--- config.mk ---
export PLATFORM = sky130hd
export DESIGN_NAME = irq_deleg_resolver
export DESIGN_NICKNAME = d
export VERILOG_FILES = /design/src/rtl/irq_res_pkg.sv /design/src/rtl/irq_level_split.sv /design/src/rtl/irq_prio_pick.sv /design/src/rtl/irq_deleg_resolver.sv
export SDC_FILE = /design/constraint.sdc
export NUM_CORES = 1
export LEC_CHECK = 0
export BUFFER_PORTS_ARGS = -buffer_cell sky130_fd_sc_hd__clkbuf_2
export CAP_MARGIN = 20
export CORE_UTILIZATION = 40
export DETAILED_ROUTE_END_ITERATION = 8
export GPL_TIMING_DRIVEN = 1
export PLACE_DENSITY = 0.76
export SYNTH_ARGS = -nofsm -noshare
export SYNTH_HDL_FRONTEND = slang
export SYNTH_HIERARCHICAL = 1
export SYNTH_SLANG_ARGS = --single-unit
--- constraint.sdc ---
create_clock -name vclk -period 7.43
set_clock_uncertainty 0.2 [all_clocks]
set_input_delay 1.486 -clock vclk [all_inputs]
set_output_delay 1.486 -clock vclk [all_outputs]
set_load 0.05 [all_outputs]
--- src/rtl/irq_res_pkg.sv ---
package irq_res_pkg;

  typedef enum logic [1:0] {
    PRV_U = 2'b00,
    PRV_S = 2'b01,
    PRV_M = 2'b11
  } prv_e;

  localparam int NUM_SRC = 9;

  // Bit index of the source with the given rank; rank 0 has the highest priority.
  function automatic int unsigned src_pos(input int unsigned rank);
    case (rank)
      0: return 11;
      1: return 3;
      2: return 7;
      3: return 9;
      4: return 1;
      5: return 5;
      6: return 8;
      7: return 0;
      default: return 4;
    endcase
  endfunction

  // A configuration without real privilege separation handles everything at machine level.
  function automatic bit flat_cfg(input bit has_s, input bit has_u, input bit has_ui);
    return !has_u || (!has_s && !has_ui);
  endfunction

endpackage

--- src/rtl/irq_level_split.sv ---
module irq_level_split #(
  parameter int W = 16
) (
  input  logic [W-1:0] pend,
  input  logic [W-1:0] en,
  input  logic [W-1:0] deleg,
  input  logic         lvl_on,
  output logic [W-1:0] own_set,
  output logic [W-1:0] down_set,
  output logic         own_hit,
  output logic         down_hit
);
  // Kept by this level: pending, enabled, not delegated.
  assign own_set  = pend & en & ~deleg;
  // Handed to the next level down: pending and delegated.
  assign down_set = pend & deleg;
  assign own_hit  = lvl_on && (|own_set);
  assign down_hit = !own_hit && (|down_set);
endmodule

--- src/rtl/irq_prio_pick.sv ---
module irq_prio_pick #(
  parameter int W  = 16,
  parameter int CW = 4
) (
  input  logic [W-1:0]  cand,
  output logic          hit,
  output logic [CW-1:0] code
);
  import irq_res_pkg::*;

  always_comb begin
    hit  = 1'b0;
    code = '0;
    // Walk from lowest to highest priority so the last match wins.
    for (int r = NUM_SRC - 1; r >= 0; r--) begin
      if (cand[src_pos(r)]) begin
        hit  = 1'b1;
        code = CW'(src_pos(r));
      end
    end
  end
endmodule

--- src/rtl/irq_deleg_resolver.sv ---
module irq_deleg_resolver #(
  parameter int XLEN     = 16,
  parameter bit HAS_SUP  = 1'b1,
  parameter bit HAS_USR  = 1'b1,
  parameter bit HAS_UIRQ = 1'b1,
  localparam int CW      = $clog2(XLEN)
) (
  input  logic [XLEN-1:0] irq_pend,
  input  logic [XLEN-1:0] irq_en,
  input  logic [XLEN-1:0] m_deleg,
  input  logic [XLEN-1:0] s_deleg,
  input  logic            m_gie,
  input  logic            s_gie,
  input  logic            u_gie,
  input  logic [1:0]      cur_priv,
  output logic            take,
  output logic [CW-1:0]   cause,
  output logic [1:0]      tgt_priv
);
  import irq_res_pkg::*;

  localparam bit FLAT = flat_cfg(HAS_SUP, HAS_USR, HAS_UIRQ);
  localparam logic [XLEN-1:0] STD_MASK = XLEN'(16'h0BBB);

  logic [XLEN-1:0] eff_set;
  logic            eff_any;
  logic            m_on, s_on, u_on;

  assign eff_set = irq_pend & irq_en;
  assign eff_any = |eff_set;

  // Level enables: above current privilege always on, below always off.
  assign m_on = (cur_priv != PRV_M) || m_gie;
  assign s_on = HAS_SUP && ((cur_priv == PRV_U) || ((cur_priv == PRV_S) && s_gie));
  assign u_on = HAS_UIRQ && (cur_priv == PRV_U) && u_gie;

  logic [XLEN-1:0] m_own_set, m_down_set;
  logic            m_own_hit, m_down_hit;

  irq_level_split #(.W(XLEN)) u_mlvl (
    .pend     (irq_pend),
    .en       (irq_en),
    .deleg    (m_deleg),
    .lvl_on   (m_on),
    .own_set  (m_own_set),
    .down_set (m_down_set),
    .own_hit  (m_own_hit),
    .down_hit (m_down_hit)
  );

  logic [XLEN-1:0] s_own_set, s_down_set;
  logic            s_own_hit, s_down_hit;

  generate
    if (HAS_SUP) begin : g_sup
      irq_level_split #(.W(XLEN)) u_slvl (
        .pend     (m_down_set),
        .en       (irq_en),
        .deleg    (s_deleg),
        .lvl_on   (s_on),
        .own_set  (s_own_set),
        .down_set (s_down_set),
        .own_hit  (s_own_hit),
        .down_hit (s_down_hit)
      );
    end else begin : g_nosup
      // Machine-delegated bits go straight to the user level.
      assign s_own_set  = '0;
      assign s_down_set = m_down_set;
      assign s_own_hit  = 1'b0;
      assign s_down_hit = m_down_hit;
    end
  endgenerate

  logic [XLEN-1:0] sel_set;
  logic [1:0]      sel_priv;
  logic            sel_ok;

  always_comb begin
    sel_set  = '0;
    sel_priv = PRV_M;
    sel_ok   = 1'b0;
    if (FLAT) begin
      sel_set = eff_set;
      sel_ok  = eff_any;
    end else if (eff_any && m_own_hit) begin
      sel_set = m_own_set;
      sel_ok  = 1'b1;
    end else if (eff_any && m_down_hit && s_own_hit) begin
      sel_set  = s_own_set;
      sel_priv = PRV_S;
      sel_ok   = 1'b1;
    end else if (eff_any && m_down_hit && s_down_hit && u_on) begin
      sel_set  = s_down_set;
      sel_priv = PRV_U;
      sel_ok   = 1'b1;
    end
  end

  logic          pick_hit;
  logic [CW-1:0] pick_code;

  irq_prio_pick #(.W(XLEN), .CW(CW)) u_pick (
    .cand (sel_set),
    .hit  (pick_hit),
    .code (pick_code)
  );

  assign take     = sel_ok && pick_hit;
  assign cause    = take ? pick_code : '0;
  assign tgt_priv = take ? sel_priv : 2'b00;

  // Checks relating the ports to each other and to the selection stages.
  always_comb begin
    assert_quiet_when_idle_R1: assert (eff_any || !take)
      else $error("take raised with no enabled pending bit");
    assert_idle_outputs_R1: assert (take || (cause == '0 && tgt_priv == 2'b00))
      else $error("outputs not cleared while idle");
    assert_machine_not_delegated_R2: assert (FLAT || !(take && tgt_priv == PRV_M) || !m_deleg[cause])
      else $error("delegated interrupt handled at machine");
    assert_cause_pending_R3: assert (!take || irq_pend[cause])
      else $error("cause not pending");
    assert_super_path_R4: assert (!(take && tgt_priv == PRV_S) || (m_deleg[cause] && !s_deleg[cause]))
      else $error("supervisor target without matching delegation");
    assert_user_path_R5: assert (!(HAS_SUP && take && tgt_priv == PRV_U)
                                 || (m_deleg[cause] && s_deleg[cause] && u_gie && cur_priv == PRV_U))
      else $error("user target without matching delegation or enable");
    assert_no_lower_target_R6: assert (!take || tgt_priv >= cur_priv)
      else $error("target below current privilege");
    assert_masked_machine_R6: assert (FLAT || !(cur_priv == PRV_M && !m_gie) || !take)
      else $error("take while machine disabled at machine privilege");
    assert_nosup_direct_R7: assert (HAS_SUP || FLAT || !(take && tgt_priv == PRV_U)
                                    || (m_deleg[cause] && u_gie))
      else $error("user target without machine delegation");
    assert_flat_machine_R8: assert (!FLAT || !take || tgt_priv == PRV_M)
      else $error("flat configuration targeted non-machine");
    assert_std_cause_R9: assert (!take || STD_MASK[cause])
      else $error("cause outside standard positions");
  end

endmodule

* Word-level counts from Yosys, hierarchy flattened
Cells that the tools add are included.
** Word-level totals
- Bits in registers :: 0
- Bits of input ports :: 69
- Output and inout port bits :: 7
- Word-level logic and storage cells :: 61
** Operators by class
- Equal/unequal tests :: 2
- Muxes and demuxes :: 29
- Bitwise operators :: 8
- Reductions and logical operators :: 22
** Operators by type and width (count)
- $and 16x16->16 :: 6
- $reduce_or 16->1 :: 5
- $mux 12 :: 3
- $mux 4 :: 9
- $not 16->16 :: 2
- $logic_and 1x1->1 :: 12
- $mux 1 :: 12
- $mux 2 :: 4
- $mux 3 :: 1
- $eq 2x1->1 const B :: 1
- $logic_not 1->1 :: 2
- $logic_not 2->1 :: 1
- $logic_or 1x1->1 :: 2
- $ne 2x2->1 const B :: 1

* Longest topological paths before layout
- Depth after elaboration :: 23
- Gate-level depth with buffers :: 14
- Depth with buffers taken out :: 13

* By module
Netlist, hierarchy kept.
** By module, submodules not included
- irq_level_split :: times used 2, cells each 60, area an instance 374.1 µm², sequential area each 0.0 µm²
- irq_deleg_resolver :: times used 1, cells each 85, area an instance 730.7 µm², sequential area each 0.0 µm²
- irq_prio_pick :: times used 1, cells each 14, area an instance 86.3 µm², sequential area each 0.0 µm²

* Worst setup path before layout
No wires, ideal clock.
- Path kind :: input port to output port
- Start point :: input port irq_pend[1]
- End point :: output port cause[0]
- Data arrival time :: 5.038 ns
- Required time :: 5.744 ns
- Path slack :: 0.706 ns
- Stages :: 14
- Path buffers :: 1
- Cell sequence :: and2_1 nand3b_1 nand4_1 o41a_1 a41oi_1 nand4bb_4 nor3b_4 buf_6 a221oi_1 nor3_2 nor2_1 nand4_1 o211ai_1 nor3b_1
** On the way
- Elaborated cells on any way between the ends :: 47
- Those cells by class :: mux (24); bitwise (6); reduce/logical (17)
** RTL lines
- from (decl) :: line irq_deleg_resolver.sv:8 : input logic [XLEN-1:0] irq_pend,
- $and 16x16->16 :: line irq_level_split.sv:16 : assign down_set = pend & deleg;
- $and 16x16->16 (2 in series) :: line irq_level_split.sv:14 : assign own_set = pend & en & ~deleg;
- $reduce_or 16->1 :: line irq_level_split.sv:17 : assign own_hit = lvl_on && (|own_set);
- $logic_and 1x1->1 :: line irq_level_split.sv:17
- net s_own_hit :: line irq_deleg_resolver.sv:52 : logic s_own_hit, s_down_hit;
- $logic_not 1->1 :: line irq_level_split.sv:18 : assign down_hit = !own_hit && (|down_set);
- $logic_and 1x1->1 :: line irq_level_split.sv:18
- net s_down_hit :: line irq_deleg_resolver.sv:52
- $logic_and 1x1->1 (2 in series) :: line irq_deleg_resolver.sv:93 : end else if (eff_any && m_down_hit && s_down_hit && u_on) begin
- $mux 12 :: line irq_deleg_resolver.sv:93
- $mux 12 :: line irq_deleg_resolver.sv:89 : end else if (eff_any && m_down_hit && s_own_hit) begin
- $mux 12 :: line irq_deleg_resolver.sv:86 : end else if (eff_any && m_own_hit) begin
- net sel_set[7] :: line irq_deleg_resolver.sv:75 : logic [XLEN-1:0] sel_set;
- $mux 1 (3 in series) :: line irq_prio_pick.sv:16 : if (cand[src_pos(r)]) begin
- net pick_hit :: line irq_deleg_resolver.sv:100 : logic pick_hit;
- $logic_and 1x1->1 :: line irq_deleg_resolver.sv:109 : assign take = sel_ok && pick_hit;
- $mux 4 :: line irq_deleg_resolver.sv:110 : assign cause = take ? pick_code : '0;
- to (decl) :: line irq_deleg_resolver.sv:17 : output logic [CW-1:0] cause,
The timed path passes the listed nets, and every way through them passes these cells.

* Final worst setup path
- Start point :: input port irq_pend[7]
- End point :: output port cause[3]
** On the way
- Elaborated cells on any way between the ends :: 46
- Those cells by class :: mux (23); bitwise (6); reduce/logical (17)
** RTL lines
- $and 16x16->16 :: line irq_level_split.sv:16
- net m_down_set[7] :: line irq_deleg_resolver.sv:37 : logic [XLEN-1:0] m_own_set, m_down_set;
- $and 16x16->16 (2 in series) :: line irq_level_split.sv:14
- $reduce_or 16->1 :: line irq_level_split.sv:17
- $logic_and 1x1->1 :: line irq_level_split.sv:17
- net s_own_hit :: line irq_deleg_resolver.sv:52
- $logic_not 1->1 :: line irq_level_split.sv:18
- $logic_and 1x1->1 :: line irq_level_split.sv:18
- net s_down_hit :: line irq_deleg_resolver.sv:52
- [2 not listed]
- $mux 12 :: line irq_deleg_resolver.sv:93
- $mux 12 :: line irq_deleg_resolver.sv:89
- $mux 12 :: line irq_deleg_resolver.sv:86
- net sel_set[7] :: line irq_deleg_resolver.sv:75
- $mux 1 (3 in series) :: line irq_prio_pick.sv:16
- net pick_hit :: line irq_deleg_resolver.sv:100
- $logic_and 1x1->1 :: line irq_deleg_resolver.sv:109
- $mux 4 :: line irq_deleg_resolver.sv:110
The timed path passes the listed nets, and every way through them passes these cells.

==> impl_metrics.env <==
export IMPL_post_route_period_util=0.8826
export IMPL_num_nets_final=321
export IMPL_n_antenna_cell=0
export IMPL_worst_pin_slew_ns=0.6943
export IMPL_initial_core_util=0.4310
export IMPL_die_w_um=59.83
export IMPL_n_clock_buffer=0
export IMPL_wl_per_cell_um=13.39
export IMPL_drive_above_1_share=0.3840
export IMPL_yosysWarnings=6
export IMPL_io_pins=76
export IMPL_hp_class="in2out"
export IMPL_die_h_um=59.83
export IMPL_hold_violations=0
export IMPL_wl_mm=3.938
export IMPL_syn_area_um2=1338
export IMPL_cts_resized=0
export IMPL_min_period_ns=6.558
export IMPL_rows=20
export IMPL_grt_pass1_vias=1465
export IMPL_power_density_nw_per_um2=88.20
export IMPL_grt_pass1_wl_mm=6.279
export IMPL_firstDrtPassIters=4
export IMPL_place_hpwl_mm=3.600
export IMPL_regArea_um2=0
export IMPL_synth_cells=184
export IMPL_syn_avg_cell_area_um2=7.269
export IMPL_fmax_mhz=152.5
export IMPL_grt_max_degree=24
export IMPL_vdd_drop_max_mv=0.02841
export IMPL_drtIter0Drc=59
export IMPL_cp_arrival_ns=4.87
export IMPL_rsz0062_at_grt="false"
export IMPL_total_power_mw=0.1460
export IMPL_worstSetupStartpointType="input pin"
export IMPL_timing_slew_headroom=0.5372
export IMPL_holdPathStages=6
export IMPL_ant_nets=0
export IMPL_gp_congestion=0.9549
export IMPL_num_vias=1627
export IMPL_core_um2=3103
export IMPL_antenna_found_initial=0
export IMPL_hold_buffers=0
export IMPL_cp_end_kind="output port"
export IMPL_grt_overflow_total=0
export IMPL_dieArea_um2=3579
export IMPL_portBuffers=76
export IMPL_area_growth_pct=23.76
export IMPL_setup_viol=0
export IMPL_drc=0
export IMPL_vias_per_cell=5.534
export IMPL_cts_setup_buffers=0
export IMPL_tns_ns=0
export IMPL_grt_usage=0.2244
export IMPL_seq_cell_count=0
export IMPL_path_class="in2out"
export IMPL_p_leak_nw=0.8547
export IMPL_critical_path_required_ns=5.74
export IMPL_synth_nets=253
export IMPL_critPathMaxFanout=9
export IMPL_status="finished, final reports clean"
export IMPL_slew_viol_final=0
export IMPL_maxCapViolations=0
critical path: stages:
cell and delay [ns]:
clkbuf_2 0.10, and2_1 0.18, nand3b_1 0.16, nand4_1 0.12
o41a_1 0.53, a41oi_1 0.32, nand4bb_4 0.16, nor3b_4 0.39
a221oi_1 0.15, nor3_2 0.29, nor2_1 0.10, nand4_1 0.12
o211ai_1 0.21, nor3b_1 0.25, clkbuf_2 0.31
cell type report:
cell class                      count  area [µm²]
Tap cell                           44       55.05
Inverter                           20       75.07
Fill cell                         336        1448
Multi-Input combinational cell    154        1145
Timing Repair Buffer               76       380.4
report_power, final:
group / internal (mW) / switching [mW] / leakage (nW)
logic: 0.0570 / 0.0890 / 0.855
clock network: 0 / 0 / 0
registers: 0 / 0 / 0
placed cells by master (no fill, tap or decap), drive strengths merged, types with 2 or more instances in the layout:
master and instances:
clkbuf 76, nand3b 33, and2 33, inv 20, a221oi 13, nor2 12
nor3 10, nor2b 9, nand4 9, nor3b 6, a22o 4, nor4 4
or2 3, nand2 2, o41a 2, or4 2, a41oi 2
per-layer routing:
metal	vias up	global-route usage	wire, µm
met5	-	0	0
met4	0	0.05980	95
met3	7	0.008658	213
met2	69	0.4000	1979
met1	733	0.2921	1650
li1	818	-	-
path summary, 6_finish.rpt:
check,startpoint,endpoint
hold / removal,u_gie,take
setup / recovery,irq_pend[7],cause[3]
stage by stage:
step	util	hold slack (ns)	worst slack (ns)	cells	area, µm²
floorplan	-	3.285	0.7771	184	1338
global route	0.5335	3.568	0.6200	294	1655
finish	0.5335	3.524	0.8722	294	1655
detailed placement	0.5335	3.526	0.8787	294	1655
CTS	0.5335	3.527	0.8802	294	1655
global placement	0.5335	3.519	0.9036	294	1655
(Power assumes the default switching activity.)
